File: config.mk
export PLATFORM = sky130hd
export DESIGN_NAME = tap_pin_owner
export DESIGN_NICKNAME = d
export VERILOG_FILES = /design/src/rtl/tap_own_pkg.sv /design/src/rtl/tap_fsm.sv /design/src/rtl/tap_pin_arbiter.sv /design/src/rtl/tap_scan_path.sv /design/src/rtl/tap_pin_owner.sv
export SDC_FILE = /design/constraint.sdc
export NUM_CORES = 1
export LEC_CHECK = 0
export ABC_AREA = 1
export BUFFER_PORTS_ARGS = -buffer_cell sky130_fd_sc_hd__buf_4
export CAP_MARGIN = 15
export CORE_UTILIZATION = 40
export DETAILED_ROUTE_END_ITERATION = 12
export GPL_TIMING_DRIVEN = 0
export PLACE_DENSITY_LB_ADDON = 0.05
export REMOVE_ABC_BUFFERS = 1
export SYNTH_ARGS = -nofsm -noshare
export SYNTH_HDL_FRONTEND = slang
export SYNTH_SLANG_ARGS = --single-unit
File: constraint.sdc
create_clock -name tck -period 1.41 [get_ports tck]
set_clock_uncertainty 0.15 [all_clocks]
set_input_delay 0.2115 -clock tck [delete_from_list [all_inputs] [get_ports tck]]
set_output_delay 0.2115 -clock tck [all_outputs]
set_load 0.005 [all_outputs]
File: src/rtl/tap_own_pkg.sv
package tap_own_pkg;
  typedef enum logic [3:0] {
    ST_EX2DR = 4'h0, ST_EX1DR = 4'h1, ST_SHDR  = 4'h2, ST_PSDR  = 4'h3,
    ST_SELIR = 4'h4, ST_UPDR  = 4'h5, ST_CAPDR = 4'h6, ST_SELDR = 4'h7,
    ST_EX2IR = 4'h8, ST_EX1IR = 4'h9, ST_SHIR  = 4'hA, ST_PSIR  = 4'hB,
    ST_IDLE  = 4'hC, ST_UPIR  = 4'hD, ST_CAPIR = 4'hE, ST_RESET = 4'hF
  } tap_state_e;
endpackage

File: src/rtl/tap_fsm.sv
module tap_fsm
  import tap_own_pkg::*;
(
  input  logic       tck,
  input  logic       rst_n,
  input  logic       tms,
  output tap_state_e state_q,
  output tap_state_e state_d
);
  always_comb begin
    unique case (state_q)
      ST_RESET: state_d = tms ? ST_RESET : ST_IDLE;
      ST_IDLE:  state_d = tms ? ST_SELDR : ST_IDLE;
      ST_SELDR: state_d = tms ? ST_SELIR : ST_CAPDR;
      ST_CAPDR: state_d = tms ? ST_EX1DR : ST_SHDR;
      ST_SHDR:  state_d = tms ? ST_EX1DR : ST_SHDR;
      ST_EX1DR: state_d = tms ? ST_UPDR  : ST_PSDR;
      ST_PSDR:  state_d = tms ? ST_EX2DR : ST_PSDR;
      ST_EX2DR: state_d = tms ? ST_UPDR  : ST_SHDR;
      ST_UPDR:  state_d = tms ? ST_SELDR : ST_IDLE;
      ST_SELIR: state_d = tms ? ST_RESET : ST_CAPIR;
      ST_CAPIR: state_d = tms ? ST_EX1IR : ST_SHIR;
      ST_SHIR:  state_d = tms ? ST_EX1IR : ST_SHIR;
      ST_EX1IR: state_d = tms ? ST_UPIR  : ST_PSIR;
      ST_PSIR:  state_d = tms ? ST_EX2IR : ST_PSIR;
      ST_EX2IR: state_d = tms ? ST_UPIR  : ST_SHIR;
      ST_UPIR:  state_d = tms ? ST_SELDR : ST_IDLE;
      default:  state_d = ST_RESET;
    endcase
  end

  always_ff @(posedge tck or negedge rst_n) begin
    if (!rst_n) state_q <= ST_RESET;
    else        state_q <= state_d;
  end
endmodule

File: src/rtl/tap_pin_arbiter.sv
module tap_pin_arbiter
  import tap_own_pkg::*;
(
  input  logic       tck,
  input  logic       rst_n,
  input  logic       dedicated_mode,
  input  logic       tms,
  input  tap_state_e state_d,
  output logic       owned
);
  logic claim_q;

  // A low TMS on a rising edge claims the pins; entering reset gives them back.
  always_ff @(posedge tck or negedge rst_n) begin
    if (!rst_n)                   claim_q <= 1'b0;
    else if (state_d == ST_RESET) claim_q <= 1'b0;
    else if (!tms)                claim_q <= 1'b1;
  end

  assign owned = dedicated_mode | claim_q;
endmodule

File: src/rtl/tap_scan_path.sv
module tap_scan_path
  import tap_own_pkg::*;
#(
  parameter int unsigned          IR_W    = 2,
  parameter logic [IR_W-1:0]      IR_CAPT = 2'b01
) (
  input  logic       tck,
  input  logic       rst_n,
  input  logic       tdi,
  input  tap_state_e state_q,
  output logic       tdo_q,
  output logic       shift_oe_q
);
  logic [IR_W-1:0] ir_sr;
  logic            byp_q;

  // Rising edge: capture and shift actions of the current state.
  always_ff @(posedge tck or negedge rst_n) begin
    if (!rst_n) begin
      ir_sr <= IR_CAPT;
      byp_q <= 1'b0;
    end else begin
      unique case (state_q)
        ST_CAPIR: ir_sr <= IR_CAPT;
        ST_SHIR:  ir_sr <= {tdi, ir_sr[IR_W-1:1]};
        ST_CAPDR: byp_q <= 1'b0;
        ST_SHDR:  byp_q <= tdi;
        default: ;
      endcase
    end
  end

  // Falling edge: present the serial output and its enable.
  always_ff @(negedge tck or negedge rst_n) begin
    if (!rst_n) begin
      tdo_q      <= 1'b0;
      shift_oe_q <= 1'b0;
    end else begin
      shift_oe_q <= (state_q == ST_SHIR) || (state_q == ST_SHDR);
      if (state_q == ST_SHIR)      tdo_q <= ir_sr[0];
      else if (state_q == ST_SHDR) tdo_q <= byp_q;
    end
  end
endmodule

File: src/rtl/tap_pin_owner.sv
module tap_pin_owner
  import tap_own_pkg::*;
#(
  parameter int unsigned     IR_W    = 2,
  parameter logic [IR_W-1:0] IR_CAPT = 2'b01
) (
  input  logic       tck,
  input  logic       por_n,
  input  logic       trst_n,
  input  logic       trst_en,
  input  logic       dedicated_mode,
  input  logic       tms,
  input  logic       tdi,
  output logic       tdo,
  output logic       tdo_oe,
  output logic       pins_owned,
  output logic [3:0] tap_state
);
  tap_state_e st_q, st_d;
  logic       rst_n, shift_oe_q, owned;

  assign rst_n = por_n & ~(trst_en & ~trst_n);

  tap_fsm u_fsm (
    .tck(tck), .rst_n(rst_n), .tms(tms), .state_q(st_q), .state_d(st_d)
  );

  tap_pin_arbiter u_arb (
    .tck(tck), .rst_n(rst_n), .dedicated_mode(dedicated_mode),
    .tms(tms), .state_d(st_d), .owned(owned)
  );

  tap_scan_path #(.IR_W(IR_W), .IR_CAPT(IR_CAPT)) u_path (
    .tck(tck), .rst_n(rst_n), .tdi(tdi), .state_q(st_q),
    .tdo_q(tdo), .shift_oe_q(shift_oe_q)
  );

  assign tdo_oe     = shift_oe_q & owned;
  assign pins_owned = owned;
  assign tap_state  = st_q;
endmodule

==> results of run 1 <==
area by class of cell:
class / instances / area, sq um
inverter: 13 / 48.80
sequential: 10 / 256.5
tap: 14 / 17.52
multi-input combinational: 41 / 249.0
fill: 94 / 315.3
timing repair buffer: 29 / 242.7
clock buffer: 4 / 26.28
layer usage:
metal | share of wire, % | track usage (%) | wire length, microns
met1 | 39 | 20.60 | 506
met2 | 52 | 28.81 | 672
met3 | 7.2 | 8.721 | 93
met4 | 2.2 | 2.679 | 28
met5 | 0 | 0 | 0
synthesized netlist by cell type (2+ instances only):
cell type  number
dfrtp_1         3
nand2_1        15
o21ai_0         2
inv_1          11
nor2_1          5
nor2_2          2
a21oi_1         2
dfrtn_1         2
dfstp_2         5
nand2_2         2
nand3_1         3
cell families (layout without fill, tap and decap cells):
| logic type | count (synthesis) | count (layout) | share of synthesized area (%) |
|---|---|---|---|
| simple gates | 31 | 31 | 27.40 |
| buf+inv | 14 | 46 | 10.82 |
| compound gates | 10 | 10 | 12.50 |
| flops | 10 | 10 | 49.28 |
path summary, 6_finish.rpt:
kind	from	to	slack, ns	cells after the start
max	u_fsm.state_q[0]	u_path.tdo_q	-0.57	5
min	tdi	u_path.ir_sr[1]	0.07	3
max reg2reg	u_fsm.state_q[0]	u_path.tdo_q	-0.57	5
min reg2reg	u_path.ir_sr[0]	u_path.ir_sr[0]	0.33	2
max in group asynchronous	trst_en	u_path.shift_oe_q	0.15	2
min in group asynchronous	por_n	u_fsm.state_q[1]	0.28	2
through the flow:
stage | cells | setup WS, ns | util, %
6_report | 111 | -0.5736 | 72.73
5_1_grt | 111 | -0.6190 | 72.73
4_1_cts | 105 | -0.5280 | 65.15
3_5_place_dp | 92 | -0.7106 | 54.98
3_3_place_gp | 91 | -0.9598 | 54.33
2_1_floorplan | 64 | -0.6011 | -
report_power, final:
part | leakage [nW] | switching, mW | total [mW] | internal [mW]
logic | 0.310 | 0.488 | 1.01 | 0.518
clock network | 0.0150 | 0.0897 | 0.199 | 0.109
registers | 0.116 | 0.0844 | 0.533 | 0.448
state kept, by name (all words and copies together) (netlist names):
register,flops
u_arb.claim_q,1
u_path.shift_oe_q,1
u_path.tdo_q,1
u_fsm.state_q,4
u_path.ir_sr,2
u_path.byp_q,1
worst max-delay path, stage by stage, from the launching register on:
cell      delay (ns)
dfstp_2         0.55
inv_2           0.06
nand2_4         0.10
nor2_4          0.04
o211ai_1        0.15
nand2_1         0.08
what timing repair did:
action,CTS,global route
pin swaps,2,4
endpoints found under the setup margin,6,9
buffers inserted,8,6
endpoints found under the hold margin,1,0
hold buffers,1,0
resized for setup,7,14
==> flow_metrics.env, run 1 <==
export IMPL_outcome="complete, but fails checks"
export IMPL_violations="setup timing"
export IMPL_hp_class="in2reg"
export IMPL_numPortBuffers=13
export IMPL_synth_top_area_cell="dfstp_2"
export IMPL_tritoncts="built"
export IMPL_dp_hpwl_microns=773.6
export IMPL_cp_start_kind="flip-flop"
export IMPL_synth_edf_count=0
export IMPL_start_util_pct=45.02
export IMPL_tightest_slew_ns=0.6355
export IMPL_postSynthRegisterBits=10
export IMPL_placed_area_sq_um=635.6
export IMPL_powerDensity_mw_per_mm2=2067
export IMPL_synth_area_per_cell_sq_um=8.008
export IMPL_p_leak_nw=0.4406
export IMPL_cp_arrival_ns=1.24
export IMPL_timing_final_max_slew_violations=0
export IMPL_drt_iter0_markers=13
export IMPL_total_power_mw=1.738
export IMPL_hold_worst_slack_ns=0.06971
export IMPL_die_h_microns=38.07
export IMPL_critPathMaxFanout=4
export IMPL_clock_latency_ns=0.26
export IMPL_synth_distinct_cells=24
export IMPL_synth_top_cell_area_share_pct=25.24
export IMPL_design_area_sq_um=840.8
export IMPL_grt_max_degree=7
export IMPL_final_nets=105
export IMPL_synth_area_leaders="dfstp_2, dfrtp_1, nand2_1"
export IMPL_cap_violations=0
export IMPL_crit_type="reg2reg"
export IMPL_grt_pass1_wl_microns=1704
export IMPL_via_per_inst=4.829
export IMPL_synthCells=65
export IMPL_synthFlopType="dfstp_2"
export IMPL_rsz0062_at_grt="true"
export IMPL_crit_path_end_kind="flip-flop"
export IMPL_fp_dieW_microns=38.07
export IMPL_h_tree_depth=1
export IMPL_n_antenna_cell=0
export IMPL_grt_pass1_vias=417
export IMPL_irDropWorstVdd_mv=1.315
export IMPL_drive_gt1_share_pct=57.73
export IMPL_gp_congestion=0.8387
export IMPL_ios=14
export IMPL_cts_made_buffers=3
export IMPL_cts_num_sinks=10
export IMPL_avgRoutedWirePerCell_microns=11.71
export IMPL_synth_seq_area_share_pct=49.28
export IMPL_wl_microns=1300
export IMPL_final_antenna_net_count=0
export IMPL_vias=536
export IMPL_firstDrtPassIters=4
export IMPL_tns_ns=-2.092
export IMPL_antenna_found_initial=0
export IMPL_core_area_sq_mm=0.001156
export IMPL_final_hold_viol_count=0
export IMPL_critical_path_required_ns=0.66
export IMPL_yosysWarningCount=0
export IMPL_track_usage_pct=17.47
export IMPL_setup_viol=9
export IMPL_dieArea_sq_mm=0.001449
export IMPL_clkTransAtPathRegs_ns=0.06
export IMPL_gr_total_overflow=0
export IMPL_cts_root_buf="clkbuf_4"
export IMPL_cts_max_path_buffers=2
export IMPL_synth_area_sq_um=520.5
export IMPL_synthToLayoutAreaGrowth_pct=61.54
export IMPL_drc=0
export IMPL_max_slew_margin_pct=57.26
export IMPL_setup_slack_ns=-0.5736
export IMPL_final_cell_mix="buf_4, nand2_1, inv_1, buf_6"
export IMPL_final_common_cell="buf_4"
export IMPL_async_flop_share_pct=100.0
export IMPL_fp_row_count=12
Note: power is estimated with default switching activity, not from simulation.
==> run 2, diff against run 1 <==
--- a/config.mk
+++ b/config.mk
@@ -5,11 +5,11 @@
 export SDC_FILE = /design/constraint.sdc
 export NUM_CORES = 1
 export LEC_CHECK = 0
-export ABC_AREA = 1
 export BUFFER_PORTS_ARGS = -buffer_cell sky130_fd_sc_hd__buf_4
 export CAP_MARGIN = 15
-export CORE_UTILIZATION = 40
+export CORE_AREA = 2 2 39 41
 export DETAILED_ROUTE_END_ITERATION = 12
+export DIE_AREA = 0 0 41 43
 export GPL_TIMING_DRIVEN = 0
 export PLACE_DENSITY_LB_ADDON = 0.05
 export REMOVE_ABC_BUFFERS = 1
==> flow_metrics.env, run 2 <==
export IMPL_outcome="complete, but fails checks"
export IMPL_violations="setup timing"
export IMPL_crit_type="reg2out"
export IMPL_p_seq_share_pct=30.3
export IMPL_synth_top_area_cell="dfstp_2"
export IMPL_drc=0
export IMPL_firstDrtPassIters=3
export IMPL_irDropWorstVdd_mv=1.086
export IMPL_final_common_cell="buf_4"
export IMPL_antenna_found_initial=0
export IMPL_die_h_microns=43
export IMPL_async_flop_share_pct=100.0
export IMPL_p_int_mw=1.228
export IMPL_synthToLayoutAreaGrowth_pct=69.07
export IMPL_rsz0062_at_grt="true"
export IMPL_top_regs="u_fsm.state_q (4), u_path.ir_sr (2)"
export IMPL_critPathMaxFanout=1
export IMPL_grt_pass1_wl_microns=1959
export IMPL_avgRoutedWirePerCell_microns=12.31
export IMPL_n_antenna_cell=0
export IMPL_wl_microns=1231
export IMPL_synth_seq_area_share_pct=52.84
export IMPL_yosysWarningCount=0
export IMPL_start_util_pct=35.08
export IMPL_final_nets=92
export IMPL_cap_violations=0
export IMPL_vias=488
export IMPL_hold_worst_slack_ns=0.009396
export IMPL_cts_num_sinks=10
export IMPL_p_sw_mw=0.5967
export IMPL_dp_hpwl_microns=670
export IMPL_tritoncts="built"
export IMPL_cp_arrival_ns=1.55
export IMPL_track_usage_pct=16.75
export IMPL_p_leak_nw=0.3964
export IMPL_setup_slack_ns=-0.4981
export IMPL_hp_class="in2reg"
export IMPL_drive_gt1_share_pct=53.57
export IMPL_cp_start_kind="flip-flop"
export IMPL_synthFlopType="dfstp_2"
export IMPL_synth_edf_count=0
export IMPL_synth_top_cell_area_share_pct=27.06
export IMPL_gp_congestion=0.7089
export IMPL_synth_distinct_cells=25
export IMPL_fill_cells=132
export IMPL_grt_max_degree=9
export IMPL_dieArea_sq_mm=0.001763
export IMPL_clkPwrFrac_pct=11.1
export IMPL_clock_latency_ns=0.26
export IMPL_crit_path_end_kind="output pin"
export IMPL_clkTransAtPathRegs_ns=0.06
export IMPL_timing_final_max_slew_violations=0
export IMPL_synth_commonest_cells="nand2_1, nor2_1, dfstp_2, dfrtp_1, o21ai_1"
export IMPL_fp_dieW_microns=41
export IMPL_design_area_sq_um=820.8
export IMPL_max_slew_margin_pct=71.81
export IMPL_largest_register="u_fsm.state_q"
export IMPL_synth_area_leaders="dfstp_2, dfrtp_1, dfrtn_1"
export IMPL_placed_area_sq_um=593.1
export IMPL_ff2ff_path_depth=2
export IMPL_cts_made_buffers=3
export IMPL_via_per_inst=4.880
export IMPL_gr_total_overflow=0
export IMPL_combPwrFrac_pct=58.6
export IMPL_largest_reg_flops=4
export IMPL_grt_pass1_vias=468
export IMPL_tightest_slew_ns=0.4219
export IMPL_critical_path_required_ns=1.05
export IMPL_h_tree_depth=1
export IMPL_synthCells=50
export IMPL_final_cell_mix="buf_4, buf_6, nand2_1, nor2_1, dfstp_2"
export IMPL_powerDensity_mw_per_mm2=2223
export IMPL_cts_max_path_buffers=2
export IMPL_synth_area_per_cell_sq_um=9.709
export IMPL_final_hold_viol_count=0
export IMPL_setup_viol=6
export IMPL_drt_iter0_markers=11
export IMPL_core_area_sq_mm=0.001384
export IMPL_fp_row_count=14
export IMPL_p_sw_share_pct=32.70
export IMPL_synth_most_common_cell="nand2_1"
export IMPL_ios=14
export IMPL_whs_path_depth=2
export IMPL_synth_area_sq_um=485.5
export IMPL_cts_root_buf="clkbuf_4"
export IMPL_numPortBuffers=13
export IMPL_postSynthRegisterBits=10
export IMPL_final_antenna_net_count=0
run 2: cell count changes after synthesis, moves of 2 or more:
cell      previous run  this run
inv_1               11         2
nand2_1             15         7
buf_2                0         2
nand2_2              2         0
nand2b_1             0         2
nand3_1              3         1
nand4_1              0         2
nor2_2               2         0
o21ai_1              1         3
run 2: power groups by stage:
stage / Clock, mW / Sequential [mW] / Combinational [mW]
3_5_place_dp: 0 / 0.644 / 0.454
4_1_cts: 0.209 / 0.541 / 0.859
5_1_grt: 0.236 / 0.571 / 1.18
3_3_place_gp: 0 / 0.643 / 0.447
2_1_floorplan: 0 / 0.603 / 0.277
6_report: 0.202 / 0.553 / 1.07
run 2: stage by stage:
stage / setup TNS, ns / util [%] / power (mW) / worst slack [ns] / std cells
after detailed placement: -1.633 / 42.86 / 1.098 / -0.5406 / 77
after global routing: -2.053 / 59.31 / 1.982 / -0.5577 / 100
after floorplan: -1.884 / - / 0.8800 / -0.4732 / 47
final: -1.642 / 59.31 / 1.825 / -0.4981 / 100
after global placement: -5.279 / 42.31 / 1.090 / -1.033 / 76
after CTS: -1.607 / 54.25 / 1.608 / -0.5072 / 95
run 2: logic make-up (layout without fill, tap and decap cells):
kind of cell	after synthesis	in the layout	synth area share (%)
compound gates	11	11	15.20
mux	1	1	2.062
flops	10	10	52.84
simple gates	23	23	24.74
buf+inv	5	39	5.156
run 2: final cells by class:
| class | instances | area (sq um) | area share [%] |
|---|---|---|---|
| clock buffer | 4 | 26.28 | 3.201 |
| inverter | 2 | 7.507 | 0.9146 |
| multi-input combinational | 35 | 230.2 | 28.05 |
| sequential | 10 | 256.5 | 31.25 |
| tap | 16 | 20.02 | 2.439 |
| timing repair buffer | 33 | 280.3 | 34.15 |
run 2: worst max-delay path, stage by stage, from the launching register on:
cell,delay [ns]
dfrtn_1,0.37
and2_1,0.11
buf_4,0.10
run 2: path summary, 6_finish.rpt:
check	end	slack [ns]	from
max	tdo_oe	-0.50	u_path.shift_oe_q
min	u_fsm.state_q[3]	0.009	tms
max reg2reg	u_path.tdo_q	-0.44	u_fsm.state_q[1]
min reg2reg	u_path.ir_sr[0]	0.32	u_path.ir_sr[0]
max in group asynchronous	u_path.shift_oe_q	0.21	trst_n
min in group asynchronous	u_path.ir_sr[0]	0.12	trst_en
run 2: timing repair:
item / in CTS / in global routing
cloned: 0 / 0
pin swaps: 0 / 4
gates resized for setup: 6 / 10
endpoints found under the hold margin: 2 / 0
hold buffers: 1 / 0
setup buffers: 13 / 7
setup endpoints to repair: 8 / 10
run 2: per-layer routing:
layer	routed length [microns]	up-vias	track usage (%)	part of all wire [%]
met5	0	-	0	0
met2	638	12	26.56	52
met3	64	0	6.283	5.2
li1	-	242	-	-
met1	528	234	19.67	43
met4	0	0	6.000	0
